[config.mk]
export PLATFORM = sky130hd
export DESIGN_NAME = sixstep_seq
export DESIGN_NICKNAME = d
export VERILOG_FILES = /design/src/rtl/sixstep_pkg.sv /design/src/rtl/sixstep_rate_edge.sv /design/src/rtl/sixstep_angle.sv /design/src/rtl/sixstep_leg.sv /design/src/rtl/sixstep_seq.sv
export SDC_FILE = /design/constraint.sdc
export NUM_CORES = 1
export LEC_CHECK = 0
export BUFFER_PORTS_ARGS = -buffer_cell sky130_fd_sc_hd__buf_2
export CAP_MARGIN = 20
export CORE_UTILIZATION = 49
export DETAILED_ROUTE_END_ITERATION = 8
export PLACE_DENSITY = 0.67
export SKIP_LAST_GASP = 1
export SYNTH_ARGS = -nofsm -noshare
export SYNTH_HDL_FRONTEND = slang
export SYNTH_HIERARCHICAL = 1
export SYNTH_SLANG_ARGS = --single-unit
[constraint.sdc]
create_clock -name clk_i -period 6.9 [get_ports clk_i]
set_input_delay 1.035 -clock clk_i [delete_from_list [all_inputs] [get_ports clk_i]]
set_output_delay 1.035 -clock clk_i [all_outputs]
set_load 0.05 [all_outputs]
[src/rtl/sixstep_pkg.sv]
package sixstep_pkg;
  localparam int unsigned NUM_LEGS = 3;
  localparam int unsigned DEF_TICKS = 24;
  localparam int unsigned DEF_DEAD = 1;
  localparam int unsigned DEF_SYNC = 2;
endpackage

[src/rtl/sixstep_rate_edge.sv]
module sixstep_rate_edge #(
  parameter int unsigned SYNC_STAGES = 2
) (
  input  logic clk_i,
  input  logic rst_ni,
  input  logic rate_i,
  output logic tick_o
);
  logic [SYNC_STAGES:0] sync_q;

  always_ff @(posedge clk_i or negedge rst_ni) begin
    if (!rst_ni) sync_q <= '0;
    else         sync_q <= {sync_q[SYNC_STAGES-1:0], rate_i};
  end

  assign tick_o = sync_q[SYNC_STAGES-1] & ~sync_q[SYNC_STAGES];

  // one pulse per edge, however long rate_i stays high
  assert_single_tick_R2: assert property (@(posedge clk_i) disable iff (!rst_ni)
    tick_o |=> !tick_o);
endmodule

[src/rtl/sixstep_angle.sv]
module sixstep_angle #(
  parameter int unsigned TICKS = 24,
  localparam int unsigned ANG_W = $clog2(TICKS)
) (
  input  logic             clk_i,
  input  logic             rst_ni,
  input  logic             en_i,
  input  logic             tick_i,
  output logic [ANG_W-1:0] angle_o,
  output logic             started_o
);
  localparam logic [ANG_W-1:0] LAST = ANG_W'(TICKS - 1);

  always_ff @(posedge clk_i or negedge rst_ni) begin
    if (!rst_ni) begin
      angle_o   <= '0;
      started_o <= 1'b0;
    end else if (!en_i) begin
      angle_o   <= '0;
      started_o <= 1'b0;
    end else if (tick_i) begin
      angle_o   <= (angle_o == LAST) ? '0 : angle_o + 1'b1;
      started_o <= 1'b1;
    end
  end

  assert_angle_range_R2: assert property (@(posedge clk_i) disable iff (!rst_ni)
    angle_o <= LAST);
  assert_angle_step_R2: assert property (@(posedge clk_i) disable iff (!rst_ni)
    (en_i && tick_i) |=> ((angle_o == 0 && $past(angle_o) == LAST) ||
                          (angle_o == $past(angle_o) + 1'b1)));
  assert_angle_hold_R2: assert property (@(posedge clk_i) disable iff (!rst_ni)
    (en_i && !tick_i) |=> $stable(angle_o));
  assert_park_R9: assert property (@(posedge clk_i) disable iff (!rst_ni)
    !en_i |=> (angle_o == 0 && !started_o));
endmodule

[src/rtl/sixstep_leg.sv]
module sixstep_leg #(
  parameter int unsigned TICKS = 24,
  parameter int unsigned DEAD  = 1,
  localparam int unsigned ANG_W = $clog2(TICKS),
  localparam int unsigned HALF  = TICKS / 2
) (
  input  logic             clk_i,
  input  logic             rst_ni,
  input  logic [ANG_W-1:0] angle_i,
  input  logic [ANG_W-1:0] offset_i,
  input  logic             started_i,
  input  logic             carrier_i,
  input  logic             inhibit_i,
  output logic             hi_o,
  output logic             lo_o
);
  logic [ANG_W:0]   wide_sum;
  logic [ANG_W-1:0] local_ang;
  logic             hi_win, lo_win;

  always_comb begin
    wide_sum = {1'b0, angle_i} + (ANG_W+1)'(TICKS) - {1'b0, offset_i};
    if (wide_sum >= (ANG_W+1)'(TICKS)) wide_sum = wide_sum - (ANG_W+1)'(TICKS);
    local_ang = wide_sum[ANG_W-1:0];
  end

  assign hi_win = (local_ang >= ANG_W'(DEAD)) && (local_ang < ANG_W'(HALF));
  assign lo_win = (local_ang >= ANG_W'(HALF + DEAD));

  assign hi_o = hi_win & started_i & carrier_i & ~inhibit_i;
  assign lo_o = lo_win & started_i & ~inhibit_i;

  assert_no_shoot_through_R4: assert property (@(posedge clk_i) disable iff (!rst_ni)
    !(hi_o && lo_o));
  assert_hi_needs_carrier_R7: assert property (@(posedge clk_i) disable iff (!rst_ni)
    hi_o |-> carrier_i);
  assert_inhibit_blanks_R8: assert property (@(posedge clk_i) disable iff (!rst_ni)
    inhibit_i |-> (!hi_o && !lo_o));
endmodule

[src/rtl/sixstep_seq.sv]
module sixstep_seq
  import sixstep_pkg::*;
#(
  parameter int unsigned TICKS       = DEF_TICKS,
  parameter int unsigned DEAD        = DEF_DEAD,
  parameter int unsigned SYNC_STAGES = DEF_SYNC
) (
  input  logic                clk_i,
  input  logic                rst_ni,
  input  logic                en_i,
  input  logic                inhibit_i,
  input  logic                reverse_i,
  input  logic                rate_i,
  input  logic                carrier_i,
  output logic [NUM_LEGS-1:0] hi_o,
  output logic [NUM_LEGS-1:0] lo_o
);
  localparam int unsigned ANG_W  = $clog2(TICKS);
  localparam int unsigned PH_OFF = TICKS / NUM_LEGS;

  logic             tick;
  logic [ANG_W-1:0] angle;
  logic             started;

  sixstep_rate_edge #(.SYNC_STAGES(SYNC_STAGES)) u_edge (
    .clk_i  (clk_i),
    .rst_ni (rst_ni),
    .rate_i (rate_i),
    .tick_o (tick)
  );

  sixstep_angle #(.TICKS(TICKS)) u_angle (
    .clk_i     (clk_i),
    .rst_ni    (rst_ni),
    .en_i      (en_i),
    .tick_i    (tick),
    .angle_o   (angle),
    .started_o (started)
  );

  for (genvar k = 0; k < NUM_LEGS; k++) begin : g_leg
    logic [ANG_W-1:0] offset;
    // reverse mirrors leg order: leg k takes offset of leg NUM_LEGS-k
    if (k == 0) begin : g_ref
      assign offset = '0;
    end else begin : g_lag
      assign offset = reverse_i ? ANG_W'((NUM_LEGS - k) * PH_OFF) : ANG_W'(k * PH_OFF);
    end

    sixstep_leg #(.TICKS(TICKS), .DEAD(DEAD)) u_leg (
      .clk_i     (clk_i),
      .rst_ni    (rst_ni),
      .angle_i   (angle),
      .offset_i  (offset),
      .started_i (started),
      .carrier_i (carrier_i),
      .inhibit_i (inhibit_i),
      .hi_o      (hi_o[k]),
      .lo_o      (lo_o[k])
    );
  end

  assert_quiet_before_start_R10: assert property (@(posedge clk_i) disable iff (!rst_ni)
    !started |-> (hi_o == '0 && lo_o == '0));
endmodule

---- After elaboration in Yosys (flattened, before gate mapping) ----
Index checks and enable logic that the tools add are counted.
word-level totals
  register bits after elaboration ......... 9
  logic and storage cells ................. 55
  input port bits ......................... 7
  output and inout port bits .............. 6
operators by class
  muxes and demuxes ....................... 10
  add/sub/neg operators ................... 7
  bitwise gates (word level) .............. 18
  equality and inequality tests ........... 2
  magnitude comparators ................... 12
  reduce and logical (&&, ||, !) cells .... 3
operators with widths
  kind                 number
  $mux 5               8
  $ge 6x5->1 const B   3
  $and 1x1->1          16
  $ge 5x1->1 const B   3
  $ge 5x4->1 const B   3
  $lt 5x4->1 const B   3
  $sub 5x5->5 const B  3
  $sub 6x5->6          2
  $add 5x5->6 const B  1
  $add 5x1->5 const B  1
  $eq 5x5->1 const B   1
  $logic_and 1x1->1    3
  $mux 1               2
  $ne 2x1->1 const B   1
  $not 1->1            2

---- Logic depth before layout (Yosys ltp) ----
  depth after elaboration ................. 9
  gate-level depth with buffers ........... 10
  depth with buffers taken out ............ 10

---- Hierarchy ----
Netlist, hierarchy kept.
modules (own cells, without submodules)
  module                             seq. area each (um^2)  times used  area each (um^2)  cells each
  sixstep_leg at g_leg[1].u_leg ...  0.0                    2           399.1             51
  sixstep_leg at g_leg[0].u_leg      0.0                    1           414.1             52
  sixstep_angle                      150.1                  1           299.0             24
  sixstep_rate_edge                  75.1                   1           88.8              4
  sixstep_seq                        0.0                    1           7.5               2

---- Worst setup path before layout ----
Ideal clock, no wire load.
  path kind ............................... input port to output port
  start point ............................. input port reverse_i
  end point ............................... output port hi_o[2]
  path slack .............................. 2,395 ps
  data arrival time ....................... 3,470 ps
  path buffers ............................ 1
  stages .................................. 10
  required time ........................... 5,865 ps
  cell sequence ........................... inv_1 ha_1 inv_1 ha_1 buf_6 a21oi_1 o22ai_1 nor3_1 mux2_2 nor4_2
between the ends
  cells in the longest elaborated chain, start to end .. 9
  elaborated cells on any way between the ends .. 11
  classes of those cells .................. 2 x add/sub; 3 x order compare; 2 x mux; 3 x bitwise; 1 x reduce/logical
ends and longest elaborated chain
  element                                           line               source
  start: declaration                                sixstep_seq.sv:12  input logic reverse_i,
  $mux 5 *                                          sixstep_seq.sv:47  assign offset = reverse_i ? ANG_W'((NUM_LEGS - k) * PH_OFF) : ANG_W'(k * PH_OFF);
  $sub 6x5->6 *                                     sixstep_leg.sv:22  wide_sum = {1'b0, angle_i} + (ANG_W+1)'(TICKS) - {1'b0, offset_i};
  $sub 5x5->5 / $ge 6x5->1 (equally long branches)  sixstep_leg.sv:23  if (wide_sum >= (ANG_W+1)'(TICKS)) wide_sum = wide_sum - (ANG_W+1)'(TICKS);
  $mux 5 *                                          sixstep_leg.sv:23
  $ge 5x1->1 / $lt 5x4->1 (equally long branches)   sixstep_leg.sv:27  assign hi_win = (local_ang >= ANG_W'(DEAD)) && (local_ang < ANG_W'(HALF));
  $logic_and 1x1->1 *                               sixstep_leg.sv:27
  $and 1x1->1 * (3 in a row)                        sixstep_leg.sv:30  assign hi_o = hi_win & started_i & carrier_i & ~inhibit_i;
  end: declaration                                  sixstep_seq.sv:15  output logic [NUM_LEGS-1:0] hi_o,
Every way passes the cells marked *; elsewhere a longest branch is shown, timed or not.

---- Worst setup path after layout ----
  start point ............................. input port reverse_i
  end point ............................... output port hi_o[1]
Same word-level chain as after synthesis.

==> results.ini <==
[floorplanning]
die_height_um=59.3
dieArea_um2=3510
core.rowCount=20
initial_core_util_pct=52.2
num_io_pins=13
dieWidth_um=59.3
core-area_um2=3080

[hold_path]
hold_start=u_edge/sync_q[0]$_DFF_PN0_
hold_class=reg2reg

[layout]
diodes=0
num-nets-final=245
syn2layout_area_growth_pct=8.72
fill_cells=307
drive_above_1_share_pct=16.0

[global_routing]
grt_antenna_before_repair=0
grt_pass1_vias=1321
grtUsageTotal_pct=19.8
grt_pass1_wl_um=5390
grt_max_degree=10
overflow=0

[place]
port_buffers=12
gp_congestion=0.863
preCtsSetupSlack_ns=2.58
dp_hpwl_um=2500

[clocking]
numCtsBuffers=3
clkTransAtPathRegs_ns=0.06
clockBufferDepth=2
h-tree-depth=1
clock_sinks=9
cts-root-buf=clkbuf_4
postCtsSetupBuffers=0
clock_latency_ns=0.26
ctsHoldBuffers=0
cts_resized=0
cts_tree=done

[drt]
viasPerCell=5.18
wl_per_cell_um=12.1
drc=0
dr.pass1.iters=5
ant_nets=0
via_count=1296
drt-total-wl_um=3020
drt_iter0_drc=71

[power]
comb_power_share_pct=52.2
p_sw_mw=0.0810
power_density_nw_per_um2=118
power_frac_seq_pct=27.9
power_mw=0.207
peakVddDrop_v=0.000103
leakage_nw=0.855
p_int_mw=0.126
clkPwrFrac_pct=19.8
switching_share_pct=39.2

[setup_path]
timing.critical_path.from=reverse_i
worstPathArrival_ns=3.31
setup.worst_path.end_class=output port
cp_cell_sequence=buf_2, ha_1, inv_1, ha_1, a21oi_1, o22ai_1, nor3_1, mux2_2, nor4_2, buf_2
cp_data_required_time_ns=5.86
crit_path_max_fanout=6
critPathMaxStageDelay_ns=0.39
critPathSlowestCell=ha_1
rrSetupSlack_ns=5.61
r2r-start=u_angle/angle_o[1]$_DFFE_PN0P_
cp-start-kind=input pin
crit_family=adder cells
crit_buf_inv=3
critPathKind=in2out

[timing]
rsz0062_at_grt=no
finClkSkew_ns=0.00297
setup_tns_ns=0
period_minus_slack_ns=4.35
finalMaxSlewViolations=0
hold_slack_ns=0.352
finalHoldViolCount=0
max_freq_ghz=0.230
fin_crit_sh_pct=63.0
layout_setup_ws_ns=2.55
setup_viol=0

[logic_synthesis]
synth_top_area_share_pct=21.8
ys_ff_latch=9
synthArstFlopShare_pct=100
synth_edf_count=0
ys.flop_type=dfrtp_1
synth_cells=184
synth_area_leaders=ha_1, dfrtp_1, inv_1
synth_cell_types=41
syn_area_per_cell_um2=8.74
synth_area_leader_cell=ha_1
synth_warnings=6
seq_area_frac_synth_pct=14.0
synth_area_um2=1610

[run]
max-cap-violations=0

[outcome]
outcome=finished clean

[stage by stage]
stage | instance area [µm²] | util [%] | std cells
floorplan | 1650 | - | 194
global placement | 1720 | 55.9 | 246
detailed placement | 1720 | 55.9 | 246
CTS | 1750 | 56.8 | 250
global route | 1750 | 56.8 | 250
finish | 1750 | 56.8 | 250
[power groups by stage]
stage / registers, mW / logic, mW / clock network (mW)
after floorplan: 0.0578 / 0.0899 / 0
after global placement: 0.0587 / 0.102 / 0
after detailed placement: 0.0588 / 0.106 / 0
after CTS: 0.0578 / 0.107 / 0.0425
after global routing: 0.0580 / 0.120 / 0.0446
final: 0.0577 / 0.108 / 0.0410
[placed cells by master, fill, tap and decap left out, types with 5 or more instances in the layout]
cell type and instances:
inv_1 35, ha_1 28, xor2_1 12, buf_2 12, conb_1 11, nand2b_1 10, dfrtp_1 9, nor2_1 8
nand2_1 7, nand3_1 6, mux2i_1 5, o22ai_1 5
[area by class of cell]
cell class              count  area (µm²)  area share [%]
clock buffers               4        26.3            1.50
inverters                  35         131            7.52
multi-input cells         146        1250            71.5
flip-flops and latches      9         225            12.9
well taps                  44        55.1            3.15
repair buffers             12        60.1            3.44
[routing by layer]
metal,GRT usage [%],up-vias,share of wire (%)
met4,7.82,0,1.8
met2,36.9,22,53
met5,0,-,0
met3,1.31,8,1.7
met1,23.4,613,44
li1,-,653,-
[path summary, 6_finish.rpt]
path / end / depth (start not counted)
min in group asynchronous: u_angle/angle_o[0]$_DFFE_PN0P_ / 1
setup reg to reg: u_angle/angle_o[2]$_DFFE_PN0P_ / 4
hold / removal: u_edge/sync_q[1]$_DFF_PN0_ / 0
max in group asynchronous: u_angle/angle_o[3]$_DFFE_PN0P_ / 1
setup / recovery: hi_o[1] / 10
hold reg to reg: u_edge/sync_q[1]$_DFF_PN0_ / 0
[synth_stat cells (2+ instances only)]
cell       n
a211oi_2   3
a21boi_0   2
a21oi_1    4
and2_1     2
buf_6      3
dfrtp_1    9
fa_1       3
ha_1      28
inv_1     35
mux2_2     4
mux2i_1    5
nand2_1    7
nand2b_1  10
nand3_1    6
nor2_1     8
nor2b_1    2
nor3_1     2
nor4_2     2
o21a_1     4
o22ai_1    5
o311a_1    3
o311ai_0   2
or2_1      3
xnor2_1    4
xor2_1    12
[cell families after synthesis]
family | count (synthesis) | share of synthesized area [%]
AND/OR/NAND/NOR | 48 | 18.6
buffers and inverters | 39 | 10.6
adder cells (fa/ha/maj) | 31 | 25.5
AO/OA/AOI/OAI | 29 | 14.5
XOR/XNOR | 17 | 9.73
multiplexers | 10 | 6.85
flip-flops | 9 | 14.0
other | 1 | 0.233
[registers in the layout (all words and copies together), names as in the netlist]
| signal | count |
|---|---|
| u_angle/angle_o | 5 |
| u_edge/sync_q | 3 |
| u_angle/started_o | 1 |
Note: power is estimated with default switching activity, not from simulation.
